===== config.mk =====
export PLATFORM = sky130hd
export DESIGN_NAME = ff_frame_filter
export DESIGN_NICKNAME = d
export VERILOG_FILES = /design/src/rtl/ff_pkg.sv /design/src/rtl/ff_cfg_regs.sv /design/src/rtl/ff_masked_match.sv /design/src/rtl/ff_verdict.sv /design/src/rtl/ff_frame_filter.sv
export SDC_FILE = /design/constraint.sdc
export NUM_CORES = 1
export LEC_CHECK = 0
export BUFFER_PORTS_ARGS = -buffer_cell sky130_fd_sc_hd__buf_4
export CAP_MARGIN = 40
export CORE_ASPECT_RATIO = 1.1
export CORE_MARGIN = 3
export CORE_UTILIZATION = 35
export DETAILED_ROUTE_END_ITERATION = 8
export PLACE_DENSITY = 0.61
export SLEW_MARGIN = 20
export SYNTH_ARGS = -nofsm -noshare
export SYNTH_HDL_FRONTEND = slang
export SYNTH_SLANG_ARGS = --single-unit

===== constraint.sdc =====
create_clock -name clk -period 2.3 [get_ports clk]
set_input_delay 0.115 -clock clk [delete_from_list [all_inputs] [get_ports clk]]
set_output_delay 0.115 -clock clk [all_outputs]
set_load 0.05 [all_outputs]

===== src/rtl/ff_pkg.sv =====
package ff_pkg;

    localparam int FF_ID_W   = 11;
    localparam int FF_NUM_CH = 2;

    typedef enum logic [2:0] {
        SEL_ACC_PAT  = 3'd0,
        SEL_ACC_MASK = 3'd1,
        SEL_DRP_PAT  = 3'd2,
        SEL_DRP_MASK = 3'd3,
        SEL_CHAN     = 3'd4
    } cfg_sel_e;

    typedef struct packed {
        logic valid;
        logic store;
    } verdict_t;

    function automatic logic fold_verdict(input logic acc_hit, input logic drp_hit);
        return acc_hit && !drp_hit;
    endfunction

endpackage


===== src/rtl/ff_cfg_regs.sv =====
module ff_cfg_regs
    import ff_pkg::*;
#(
    parameter int ID_W   = FF_ID_W,
    parameter int NUM_CH = FF_NUM_CH
) (
    input  logic              clk,
    input  logic              rst,
    input  logic              wr_en,
    input  logic [2:0]        wr_sel,
    input  logic [ID_W-1:0]   wr_data,
    output logic [ID_W-1:0]   acc_pat,
    output logic [ID_W-1:0]   acc_mask,
    output logic [ID_W-1:0]   drp_pat,
    output logic [ID_W-1:0]   drp_mask,
    output logic [NUM_CH-1:0] acc_chen,
    output logic [NUM_CH-1:0] drp_chen
);
    localparam int CHW_BITS = 2 * NUM_CH;

    logic [CHW_BITS-1:0] chan_word;

    always_ff @(posedge clk) begin
        if (rst) begin
            acc_pat   <= '0;
            acc_mask  <= '0;
            drp_pat   <= '0;
            drp_mask  <= '0;
            chan_word <= '0;
        end else if (wr_en) begin
            case (cfg_sel_e'(wr_sel))
                SEL_ACC_PAT:  acc_pat   <= wr_data;
                SEL_ACC_MASK: acc_mask  <= wr_data;
                SEL_DRP_PAT:  drp_pat   <= wr_data;
                SEL_DRP_MASK: drp_mask  <= wr_data;
                SEL_CHAN:     chan_word <= wr_data[CHW_BITS-1:0];
                default: ;
            endcase
        end
    end

    assign acc_chen = chan_word[NUM_CH-1:0];
    assign drp_chen = chan_word[CHW_BITS-1:NUM_CH];

endmodule


===== src/rtl/ff_masked_match.sv =====
module ff_masked_match
    import ff_pkg::*;
#(
    parameter int ID_W   = FF_ID_W,
    parameter int NUM_CH = FF_NUM_CH,
    parameter int CH_W   = (NUM_CH > 1) ? $clog2(NUM_CH) : 1
) (
    input  logic [ID_W-1:0]   id,
    input  logic [CH_W-1:0]   chan,
    input  logic [ID_W-1:0]   pat,
    input  logic [ID_W-1:0]   mask,
    input  logic [NUM_CH-1:0] chen,
    output logic              hit
);
    logic [NUM_CH-1:0] chan_dec;
    logic [ID_W-1:0]   diff;

    for (genvar g = 0; g < NUM_CH; g++) begin : g_chan
        assign chan_dec[g] = (chan == CH_W'(g));
    end

    assign diff = (id ^ pat) & ~mask;
    assign hit  = (|(chan_dec & chen)) && (diff == '0);

endmodule


===== src/rtl/ff_verdict.sv =====
module ff_verdict
    import ff_pkg::*;
(
    input  logic clk,
    input  logic rst,
    input  logic frm_valid,
    input  logic acc_hit,
    input  logic drp_hit,
    output logic dec_valid,
    output logic dec_store
);
    verdict_t q;

    always_ff @(posedge clk) begin
        if (rst) begin
            q <= '0;
        end else begin
            q.valid <= frm_valid;
            q.store <= frm_valid && fold_verdict(acc_hit, drp_hit);
        end
    end

    assign dec_valid = q.valid;
    assign dec_store = q.store;

endmodule


===== src/rtl/ff_frame_filter.sv =====
module ff_frame_filter
    import ff_pkg::*;
#(
    parameter int ID_W   = FF_ID_W,
    parameter int NUM_CH = FF_NUM_CH,
    parameter int CH_W   = (NUM_CH > 1) ? $clog2(NUM_CH) : 1
) (
    input  logic            clk,
    input  logic            rst,
    input  logic            cfg_wr_en,
    input  logic [2:0]      cfg_wr_sel,
    input  logic [ID_W-1:0] cfg_wr_data,
    input  logic            frm_valid,
    input  logic [ID_W-1:0] frm_id,
    input  logic [CH_W-1:0] frm_chan,
    output logic            dec_valid,
    output logic            dec_store
);
    logic [ID_W-1:0]   acc_pat, acc_mask, drp_pat, drp_mask;
    logic [NUM_CH-1:0] acc_chen, drp_chen;
    logic              acc_hit, drp_hit;

    ff_cfg_regs #(.ID_W(ID_W), .NUM_CH(NUM_CH)) u_regs (
        .clk(clk), .rst(rst),
        .wr_en(cfg_wr_en), .wr_sel(cfg_wr_sel), .wr_data(cfg_wr_data),
        .acc_pat(acc_pat), .acc_mask(acc_mask),
        .drp_pat(drp_pat), .drp_mask(drp_mask),
        .acc_chen(acc_chen), .drp_chen(drp_chen)
    );

    ff_masked_match #(.ID_W(ID_W), .NUM_CH(NUM_CH), .CH_W(CH_W)) u_acc (
        .id(frm_id), .chan(frm_chan), .pat(acc_pat), .mask(acc_mask),
        .chen(acc_chen), .hit(acc_hit)
    );

    ff_masked_match #(.ID_W(ID_W), .NUM_CH(NUM_CH), .CH_W(CH_W)) u_drp (
        .id(frm_id), .chan(frm_chan), .pat(drp_pat), .mask(drp_mask),
        .chen(drp_chen), .hit(drp_hit)
    );

    ff_verdict u_verdict (
        .clk(clk), .rst(rst), .frm_valid(frm_valid),
        .acc_hit(acc_hit), .drp_hit(drp_hit),
        .dec_valid(dec_valid), .dec_store(dec_store)
    );

endmodule


## After elaboration in Yosys (flattened, before gate mapping)

Index checks and enable logic that the tools add are counted.

| word-level totals | value |
|---|---|
| bits of input ports | 30 |
| register bits | 50 |
| logic and storage cells | 35 |

| cells by class | value |
|---|---|
| equality and inequality tests | 4 |
| reductions and logical operators | 15 |
| bitwise gates (word level) | 9 |

Operators by type and width:

| cell | count |
|---|---|
| $and A11 B11 Y11 | 2 |
| $logic_not A11 Y1 | 2 |
| $not A11 Y11 | 2 |
| $xor A11 B11 Y11 | 2 |
| $reduce_and A2 Y1 | 5 |
| $eq A3 B2 Y1 const B | 2 |
| $and A2 B2 Y2 | 2 |
| $logic_and A1 B1 Y1 | 4 |
| $reduce_or A2 Y1 | 2 |
| $eq A3 B1 Y1 const B | 1 |
| $eq A3 B3 Y1 const B | 1 |
| $logic_not A3 Y1 | 1 |
| $logic_not A1 Y1 | 1 |
| $not A1 Y1 | 1 |

## Longest topological paths before layout

Gate-level depths: netlist of the first run.

| logic depth | value |
|---|---|
| depth in word-level cells | 7 |
| gate-level depth with buffers | 6 |
| depth with buffers taken out | 5 |

## Modules after synthesis

From an unflattened synthesis of the first run, not the netlist that was laid out.

| second synthesis, totals | value |
|---|---|
| cells, all modules | 215 |
| area total of the unflattened synthesis | 2302.2 um2 |

By module, submodules not included:

| module | area an instance (um2) | sequential area each (um2) | cells each | instances |
|---|---|---|---|---|
| ff_cfg_regs | 1920.6 | 960.9 | 171 | 1 |
| ff_masked_match | 160.2 | 0.0 | 20 | 2 |
| ff_verdict | 61.3 | 40.0 | 4 | 1 |

## Least setup slack after synthesis of the first run

OpenSTA, ideal clock, no wires.

| timing | value |
|---|---|
| kind | register to register |
| from | reg u_regs.drp_pat[7] |
| to | reg u_verdict.q, in the netlist u_verdict.dec_store |
| buffers on the path | 0 |
| cell stages (with the launch flop) | 5 |
| setup time | 0.127 ns |
| slack | 1.264 ns |
| arrival | 0.909 ns |
| data required time | 2.173 ns |
| path through | dfxtp_1 -> xnor2_1 -> o221ai_1 -> nor4_1 -> a21oi_1 |

| on the way | value |
|---|---|
| word-level cells in the longest chain between the ends | 7 |

RTL lines:

| element | line | RTL |
|---|---|---|
| start, declared | ff_cfg_regs.sv:14 | `output logic [ID_W-1:0] drp_pat,` |
| start signal, assigned | ff_cfg_regs.sv:34 | `SEL_DRP_PAT: drp_pat <= wr_data;` |
| $xor A11 B11 Y11 | ff_masked_match.sv:22 | `assign diff = (id ^ pat) & ~mask;` |
| $and A11 B11 Y11 | ff_masked_match.sv:22 |  |
| $logic_not A11 Y1 | ff_masked_match.sv:23 | `assign hit = (\|(chan_dec & chen)) && (diff == '0);` |
| $logic_and A1 B1 Y1 | ff_masked_match.sv:23 |  |
| $logic_not A1 Y1 | ff_pkg.sv:20 | `return acc_hit && !drp_hit;` |
| $logic_and A1 B1 Y1 | ff_pkg.sv:20 |  |
| $logic_and A1 B1 Y1 | ff_verdict.sv:19 | `q.store <= frm_valid && fold_verdict(acc_hit, drp_hit);` |
| end, declared | ff_verdict.sv:12 | `verdict_t q;` |

No other way between the ends.
A chain may end at the register's enable or synchronous reset.

## Worst setup path in the final report of the first run

Same ends and word-level chain as after synthesis.

==> flow_metrics.py, run 1 <==
metrics = {
    "clock_network": {
        "cts_setup_buffers": 0,
        "clock-root-buffer": "clkbuf_8",
        "path_clk_slew_ns": 0.09,
        "htreeDepth": 2,
        "clk_latency_ns": 0.29,
        "numCtsBuffers": 5,
        "hold_buffers": 0,
        "post_cts_resized": 0,
        "cts_tree": "done",
        "cts_sinks": 50,
        "clockBufferDepth": 2,
    },
    "final_layout": {
        "syn_to_final_growth_pct": 15.4,
        "drive_above_1_share_pct": 19.7,
        "diodes": 0,
        "final_nets": 314,
        "final_cells": 361,
    },
    "critical_path": {
        "required_ns": 2.47,
        "arrival_ns": 1.51,
        "crit_buf_inv": 0,
        "crit_family": "simple AND/OR/NAND/NOR gates",
        "end_kind": "flop",
        "critical_path.max_stage_delay_ns": 0.40,
        "worstReg2RegStart": "u_regs.drp_pat[7]",
        "r2r_cells": 4,
        "worstSetupStartpointType": "flop",
        "rr_endpoint": "u_verdict.dec_store",
        "crit_path_max_fanout": 2,
        "startpoint": "u_regs.drp_pat[7]",
        "crit_path_cell_trace": "xnor2_1 > o221ai_1 > nor4_1 > a21oi_1",
        "slowest_stage": "nor4_1",
        "worstSetupPathType": "reg2reg",
        "r2r_slack_ns": 0.96,
    },
    "logic_synthesis": {
        "synth_top_family_by_area": "simple AND/OR/NAND/NOR gates",
        "ys_async_sr_fraction_pct": 0,
        "synthSimpleGateAreaFrac_pct": 22.8,
        "ys_seq_elements": 50,
        "yosysWarnings": 0,
        "synth_flop_cell": "dfxtp_1",
        "synth_nets": 290,
        "synth_xor_area_share_pct": 9.02,
        "synth.largest_area_cell": "dfxtp_1",
        "synth.top_cell.area_share_pct": 46.9,
        "synth.area.top_cells": "dfxtp_1, nand2_1, xnor2_1",
        "synth-adder-area-share_pct": 0,
        "synth_cell_types": 28,
        "avgSynthCellArea_um2": 8.21,
        "synth_compound_area_share_pct": 15.8,
        "synth-seq-area-share_pct": 46.9,
        "syn_area_um2": 2140,
        "synthCells": 260,
        "synthMuxAreaShare_pct": 1.87,
        "synth_edf_count": 0,
    },
    "sta": {
        "max_clock_freq_mhz": 746,
        "max-slew-margin-rel_pct": 46.7,
        "clock_skew_ns": 0.00410,
        "slew_viol_final": 0,
        "finalCritPeriodShare_pct": 58.3,
        "period_minus_slack_ns": 1.34,
        "hold_slack_ns": 0.0797,
        "worst_pin_slew_ns": 0.796,
        "setup_viol": 0,
        "finalHoldViolCount": 0,
        "grt_setup_unrepaired": "no",
        "setup_tns_ns": 0,
    },
    "drt": {
        "vias_per_cell": 4.83,
        "drc": 0,
        "ant_nets": 0,
        "via_count": 1745,
        "wl_um": 5020,
        "drt-initial-drc-count": 121,
        "dr.pass1.iters": 4,
        "route.detailed.wl_per_inst_um": 13.9,
    },
    "floorplanning": {
        "rows": 29,
        "io_pins": 32,
        "core-area_um2": 5840,
        "dieArea_um2": 7080,
        "die-width_um": 80.5,
        "start_util_pct": 36.6,
        "die_height_um": 87.9,
    },
    "grt": {
        "groute.usage.overall_pct": 15.0,
        "grt_pass1_vias": 1619,
        "antenna_found_initial": 0,
        "grt_max_degree": 50,
        "grt_overflow": 0,
        "grt_first_pass_wirelength_um": 8080,
    },
    "placed_design": {
        "dp_cells": 354,
        "hpwlAfterDp_um": 3380,
        "port_buffers": 31,
        "place_congestion": 0.820,
    },
    "hold_path": {
        "hp-start": "frm_valid",
        "hp-class": "in2reg",
        "holdPathEnd": "u_verdict.dec_valid",
        "hold_depth": 2,
    },
    "run_status": {
        "outcome": "finished clean",
    },
    "flow_run": {
        "maxCapViolations": 0,
    },
    "power_and_ir_drop": {
        "peakVddDrop_mv": 0.342,
        "pwr_density_cell_nw_per_um2": 626,
        "p_leak_nw": 0.821,
    },
}
-- how the worst max path moves through the flow --
| stage | to | slack [ns] | cells after the start |
|---|---|---|---|
| 6_report | u_verdict.dec_store | 0.96 | 4 |
| 5_1_grt | u_verdict.dec_store | 0.89 | 5 |
| 4_1_cts | u_verdict.dec_store | 0.98 | 4 |
| 3_5_place_dp | u_regs.drp_pat[7] | 0.85 | 6 |
| 3_3_place_gp | u_regs.drp_pat[3] | 0.89 | 6 |
| 2_1_floorplan | u_verdict.dec_store | 1.26 | 4 |
-- Yosys cell counts, drive strengths merged, types with 2 or more instances --
cell / count
nand2: 90
dfxtp: 50
a21oi: 45
xnor2: 22
buf: 12
o22ai: 10
nor2: 9
mux2i: 4
nor2b: 3
and3: 2
clkbuf: 2
-- area by class of cell --
cell class,instances,area [µm²]
clock buffer,5,68.8
clock inverter,2,10.0
fill,617,3380
multi-input combinational,196,1060
sequential,50,1000
tap,77,96.3
timing repair buffer,31,233
-- worst register-to-register path: stages (launching register included) --
cell and delay, ns:
dfxtp_1 0.34, xnor2_1 0.19, o221ai_1 0.15, nor4_1 0.40, a21oi_1 0.13
-- registers in the layout, summed over array words and instances, names as in the netlist --
register             count
u_regs.acc_mask         11
u_regs.acc_pat          11
u_regs.chan_word         4
u_regs.drp_mask         11
u_regs.drp_pat          11
u_verdict.dec_store      1
u_verdict.dec_valid      1
-- cells in the final DEF (no fill, tap or decap), types with 2 or more instances in the layout --
master    synthesis  layout
buf_4             3      31
clkinv_2          0       2
a21oi_1          38      38
clkbuf_8          0       5
mux2i_1           4       4
nor2b_1           2       2
o22ai_1          10      10
nand2_2          10      10
nor2_1            9       9
dfxtp_1          50      50
xnor2_1          22      22
a21oi_2           7       7
and3_1            2       2
nand2_1          80      80
-- report_power, final --
| group | switching [mW] | total [mW] | internal (mW) | leakage [nW] |
|---|---|---|---|---|
| Sequential | 0.0107 | 0.894 | 0.883 | 0.405 |
| Clock | 0.275 | 0.480 | 0.205 | 0.0438 |
| Combinational | 0.0914 | 0.169 | 0.0773 | 0.372 |
| Total | 0.378 | 1.54 | 1.17 | 0.821 |
-- logic make-up (layout without fill, tap and decap cells) --
group / Yosys count / in the layout
XOR/XNOR: 22 / 22
buffers and inverters: 14 / 38
AO/OA/AOI/OAI: 58 / 58
AND/OR/NAND/NOR: 112 / 112
flip-flops: 50 / 50
multiplexers: 4 / 4
-- per-stage QoR --
step | cell area [µm²] | power (mW) | setup WS (ns) | util, %
after floorplan | 2140 | 1.01 | 1.26 | -
after global placement | 2390 | 1.08 | 0.894 | 40.8
after detailed placement | 2390 | 1.08 | 0.848 | 40.8
after CTS | 2460 | 1.56 | 0.982 | 42.2
after global routing | 2460 | 1.62 | 0.890 | 42.2
final | 2460 | 1.54 | 0.959 | 42.2
-- per-layer routing --
metal	routed length [µm]	vias up	global-route usage (%)
li1	-	902	-
met1	2420	800	21.0
met2	2280	37	23.3
met3	253	6	3.40
met4	57	0	4.15
met5	0	-	0
Power figures use the tool's default switching activity.
==> inputs of run 2 (changes only) <==
==> constraint.sdc (replaced) <==
create_clock -name clk -period 1.4 [get_ports clk]
set_input_delay 0.07 -clock clk [delete_from_list [all_inputs] [get_ports clk]]
set_output_delay 0.07 -clock clk [all_outputs]
set_load 0.05 [all_outputs]
==> flow_metrics.py, run 2 (synthesized netlist as in run 1, its figures left out) <==
metrics = {
    "run_status": {
        "outcome": "finished clean",
    },
    "grt": {
        "groute.usage.overall_pct": 15.4,
        "grt_max_degree": 49,
        "antenna_found_initial": 0,
        "grt_pass1_vias": 1676,
        "grt_first_pass_wirelength_um": 8320,
        "grt_overflow": 0,
    },
    "drt": {
        "vias_per_cell": 4.82,
        "wl_um": 4990,
        "route.detailed.wl_per_inst_um": 13.4,
        "via_count": 1788,
        "drc": 0,
        "ant_nets": 0,
        "drt-initial-drc-count": 113,
        "dr.pass1.iters": 4,
    },
    "clock_network": {
        "clk_latency_ns": 0.30,
        "path_clk_slew_ns": 0.09,
        "clock-root-buffer": "clkbuf_8",
        "cts_sinks": 50,
        "clockBufferDepth": 2,
        "cts_tree": "done",
        "htreeDepth": 2,
        "numCtsBuffers": 5,
        "cts_setup_buffers": 0,
    },
    "sta": {
        "max_clock_freq_mhz": 795,
        "max-slew-margin-rel_pct": 56.5,
        "clock_skew_ns": 0.00385,
        "fin_ws_ns": 0.142,
        "setup_viol": 0,
        "slew_viol_final": 0,
        "grt_setup_unrepaired": "no",
        "period_minus_slack_ns": 1.26,
        "finalHoldViolCount": 0,
        "setup_tns_ns": 0,
        "worst_pin_slew_ns": 0.652,
        "finalCritPeriodShare_pct": 89.8,
    },
    "flow_run": {
        "maxCapViolations": 0,
    },
    "placed_design": {
        "hpwlAfterDp_um": 3550,
        "place_congestion": 0.789,
        "place_ws_ns": 0.115,
        "port_buffers": 31,
        "place_area_um2": 2450,
    },
    "floorplanning": {
        "die-width_um": 80.5,
        "rows": 29,
        "dieArea_um2": 7080,
        "core-area_um2": 5840,
        "start_util_pct": 36.6,
        "die_height_um": 87.9,
        "io_pins": 32,
    },
    "hold_path": {
        "hp-class": "in2reg",
    },
    "final_layout": {
        "final_nets": 324,
        "final_common_cell": "nand2_1",
        "nFillCells": 614,
        "final_area_um2": 2540,
        "diodes": 0,
        "syn_to_final_growth_pct": 18.9,
        "drive_above_1_share_pct": 21.4,
        "layout_common_cells": "nand2_1, dfxtp_1, buf_4",
        "finish.utilization_pct": 43.5,
    },
    "critical_path": {
        "critical_path.endpoint": "u_verdict.dec_store",
        "worstSetupPathType": "in2reg",
        "arrival_ns": 1.49,
        "startpoint": "rst",
        "end_kind": "flop",
        "worstReg2RegStart": "u_regs.acc_pat[1]",
        "rr_endpoint": "u_verdict.dec_store",
        "crit_path_max_fanout": 2,
        "r2r_slack_ns": 0.18,
        "worstSetupStartpointType": "primary input",
        "r2r_cells": 5,
        "required_ns": 1.64,
    },
    "power_and_ir_drop": {
        "p_total_mw": 2.54,
        "p_leak_nw": 0.865,
        "peakVddDrop_mv": 0.540,
        "pwr_density_cell_nw_per_um2": 1000,
    },
}
-- run 2: changes by cell type in the layout (fill, tap and decap cells not counted) --
cell,change
dlygate4sd3_1,+1
buf_4,+9
clkbuf_1,+2
clkinv_2,-2
-- run 2: routing by layer --
layer  routed length [µm]  vias up  share of wire [%]  global-route usage, %
met5                    0        -                  0                      0
met4                   40        0               0.80                   4.15
met1                 2350      813                 47                   21.8
li1                     -      921                  -                      -
met2                 2310       50                 46                   23.2
met3                  284        4                5.7                   3.91
-- run 2: through the flow --
stage / std cells / hold slack (ns)
global placement: 363 / 0.252
floorplan: 260 / 0.152
global route: 371 / 0.0302
finish: 371 / 0.0342
CTS: 371 / 0.0274
detailed placement: 363 / 0.254
-- run 2: how the worst min path moves through the flow --
| stage | start | endpoint | slack (ns) | depth (start not counted) |
|---|---|---|---|---|
| 2_1_floorplan | rst | u_verdict.dec_valid | 0.15 | 1 |
| 6_report | frm_valid | u_verdict.dec_valid | 0.03 | 2 |
| 3_3_place_gp | rst | u_verdict.dec_valid | 0.25 | 2 |
| 3_5_place_dp | rst | u_verdict.dec_valid | 0.25 | 2 |
| 4_1_cts | frm_valid | u_verdict.dec_valid | 0.03 | 2 |
| 5_1_grt | cfg_wr_data[9] | u_regs.acc_pat[9] | 0.03 | 3 |
-- run 2: critical path: stages --
cell and delay [ns]:
dlygate4sd3_1 0.54, buf_4 0.14, nor2b_1 0.13, o21ai_1 0.09
nor3_1 0.24, o2111ai_1 0.16, a21oi_1 0.12
-- run 2: repair_timing --
| action | 4_1_cts | 5_1_grt |
|---|---|---|
| setup endpoints to repair | 0 | 0 |
| hold endpoints to repair | 1 | 0 |
| hold buffers | 1 | 0 |
| resized for setup | 0 | 0 |
-- run 2: where the power goes --
| part | internal [mW] | switching, mW | leakage, nW |
|---|---|---|---|
| clock network | 0.345 | 0.441 | 0.0383 |
| registers | 1.45 | 0.0174 | 0.405 |
| logic | 0.138 | 0.151 | 0.422 |
-- run 2: final cells by class --
cell class	instances	area (µm²)	area share, %
multi-input cells	196	1060	41.6
flip-flops and latches	50	1000	39.4
repair buffers	41	310	12.2
well taps	77	96.3	3.79
clock buffers	7	76.3	3.00
==> inputs of run 3 (changes only) <==
--- a/config.mk
+++ b/config.mk
@@ -11,7 +11,7 @@
 export CORE_MARGIN = 3
 export CORE_UTILIZATION = 35
 export DETAILED_ROUTE_END_ITERATION = 8
-export PLACE_DENSITY = 0.61
+export PLACE_DENSITY = 0.63
 export SLEW_MARGIN = 20
 export SYNTH_ARGS = -nofsm -noshare
 export SYNTH_HDL_FRONTEND = slang
==> constraint.sdc (replaced) <==
create_clock -name clk -period 1.1 [get_ports clk]
set_input_delay 0.055 -clock clk [delete_from_list [all_inputs] [get_ports clk]]
set_output_delay 0.055 -clock clk [all_outputs]
set_load 0.05 [all_outputs]
==> flow_metrics.py, run 3 (synthesized netlist as in run 1, its figures left out) <==
metrics = {
    "drt": {
        "vias_per_cell": 4.74,
        "wl_um": 4940,
        "drc": 0,
        "route.detailed.wl_per_inst_um": 13.2,
        "ant_nets": 0,
        "via_count": 1772,
        "drt-initial-drc-count": 97,
        "dr.pass1.iters": 4,
    },
    "grt": {
        "grt_overflow": 0,
        "gr-usage-met2_pct": 25.7,
        "antenna_found_initial": 0,
        "groute.usage.overall_pct": 15.3,
        "top_usage_layer": "met2",
        "grt_max_degree": 49,
        "grt_pass1_vias": 1730,
        "grt_first_pass_wirelength_um": 8310,
        "grtUsageMet3_pct": 2.98,
        "use_met1_pct": 20.1,
    },
    "critical_path": {
        "r2r_cells": 4,
        "crit_buf_inv": 0,
        "crit_path_cell_trace": "xnor2_1 > o22ai_2 > nor4_4 > a21oi_2",
        "rr_endpoint": "u_verdict.dec_store",
        "critical_path.max_stage_delay_ns": 0.34,
        "required_ns": 1.30,
        "slowest_stage": "dfxtp_2",
        "end_kind": "flop",
        "worstReg2RegStart": "u_regs.drp_pat[4]",
        "arrival_ns": 1.32,
        "worstSetupPathType": "reg2reg",
        "crit_family": "flip-flops",
        "r2r_slack_ns": -0.03,
        "worstSetupStartpointType": "flop",
        "crit_path_max_fanout": 2,
    },
    "sta": {
        "setup_viol": 1,
        "period_minus_slack_ns": 1.13,
        "grt_setup_unrepaired": "yes",
        "finalCritPeriodShare_pct": 103,
        "finalHoldViolCount": 0,
        "max-slew-margin-rel_pct": 63.2,
        "slew_viol_final": 0,
        "fin_ws_ns": -0.0276,
        "max_clock_freq_mhz": 887,
        "worst_pin_slew_ns": 0.553,
        "clock_skew_ns": 0.00526,
    },
    "floorplanning": {
        "core-area_um2": 5840,
        "die-width_um": 80.5,
        "die_height_um": 87.9,
        "rows": 29,
        "start_util_pct": 36.6,
        "dieArea_um2": 7080,
        "io_pins": 32,
    },
    "clock_network": {
        "cts_tree": "done",
        "numCtsBuffers": 5,
        "clockBufferDepth": 2,
        "clk_latency_ns": 0.30,
        "path_clk_slew_ns": 0.10,
        "clock-root-buffer": "clkbuf_8",
        "cts_sinks": 50,
        "htreeDepth": 2,
    },
    "final_layout": {
        "final_common_cell": "nand2_1",
        "syn_to_final_growth_pct": 24.6,
        "final_nets": 326,
        "nFillCells": 596,
        "drive_above_1_share_pct": 26.3,
        "diodes": 0,
        "layout_common_cells": "nand2_1, dfxtp_1, buf_4",
    },
    "power_and_ir_drop": {
        "pwr_density_cell_nw_per_um2": 1260,
        "p_leak_nw": 0.919,
        "peakVddDrop_mv": 0.530,
        "power_frac_clock_pct": 32.2,
        "p_total_mw": 3.34,
        "seqPwrFrac_pct": 55.9,
        "p_int_mw": 2.49,
        "pwr-share-comb_pct": 11.8,
        "switching_power_mw": 0.858,
        "netSwitchingFraction_pct": 25.6,
    },
    "run_status": {
        "outcome": "finished, violations left",
        "violations": "negative setup slack",
    },
    "placed_design": {
        "place_ws_ns": -0.147,
        "port_buffers": 31,
        "hpwlAfterDp_um": 3390,
        "place_congestion": 0.755,
    },
    "hold_path": {
        "hp-class": "in2reg",
        "hold_depth": 3,
        "holdPathEnd": "u_regs.acc_mask[5]",
        "hp-start": "cfg_wr_data[5]",
    },
    "flow_run": {
        "maxCapViolations": 0,
    },
}
[run 3: cell type report]
type / instances / area (µm²) / share of cell area (%)
well taps: 77 / 96.3 / 3.62
repair buffers: 43 / 363 / 13.6
clock inverters: 3 / 21.3 / 0.799
flip-flops and latches: 50 / 1000 / 37.8
clock buffers: 5 / 68.8 / 2.59
multi-input cells: 196 / 1110 / 41.6
[run 3: worst max-delay path by stage]
stage	start	endpoint	slack [ns]	depth (start not counted)
3_5_place_dp	u_regs.drp_pat[7]	u_verdict.dec_store	-0.15	4
5_1_grt	u_regs.drp_pat[4]	u_verdict.dec_store	-0.11	4
2_1_floorplan	u_regs.drp_pat[7]	u_verdict.dec_store	0.06	4
3_3_place_gp	u_regs.drp_pat[7]	u_verdict.dec_store	-0.15	4
6_report	u_regs.drp_pat[4]	u_verdict.dec_store	-0.03	4
4_1_cts	u_regs.drp_pat[4]	u_verdict.dec_store	-0.05	4
[run 3: metrics by stage]
step	instances	setup TNS, ns	hold slack (ns)	cell area (µm²)	utilization (%)
detailed placement	364	-0.810	0.239	2500	42.8
global route	374	-0.106	0.00293	2660	45.6
global placement	364	-0.240	0.236	2500	42.8
CTS	374	-0.0460	0.00643	2640	45.1
finish	374	-0.0276	0.0105	2660	45.6
floorplan	260	0	0.137	2140	-
[run 3: tightest hold or removal path: stages]
cell and delay (ns):
buf_4 0.12, nand2_1 0.05, a21oi_1 0.05
[run 3: power by group through the flow]
stage | Clock (mW) | Sequential (mW) | Combinational [mW]
6_report | 1.08 | 1.87 | 0.396
5_1_grt | 1.18 | 1.88 | 0.437
4_1_cts | 1.10 | 1.87 | 0.391
3_5_place_dp | 0 | 1.91 | 0.379
3_3_place_gp | 0 | 1.91 | 0.377
2_1_floorplan | 0 | 1.91 | 0.189
[run 3: what timing repair did]
item / 4_1_cts / 5_1_grt
endpoints found under the hold margin: 1 / 0
resized for setup: 7 / 4
pin swaps: 10 / 2
endpoints found under the setup margin: 1 / 1
hold buffers: 1 / 0
buffers inserted: 1 / 0
[run 3: per-layer routing]
| metal | vias to the layer above | share of wire [%] |
|---|---|---|
| li1 | 926 | - |
| met1 | 801 | 46 |
| met2 | 41 | 48 |
| met3 | 4 | 5.2 |
| met4 | 0 | 0.99 |
| met5 | - | 0 |
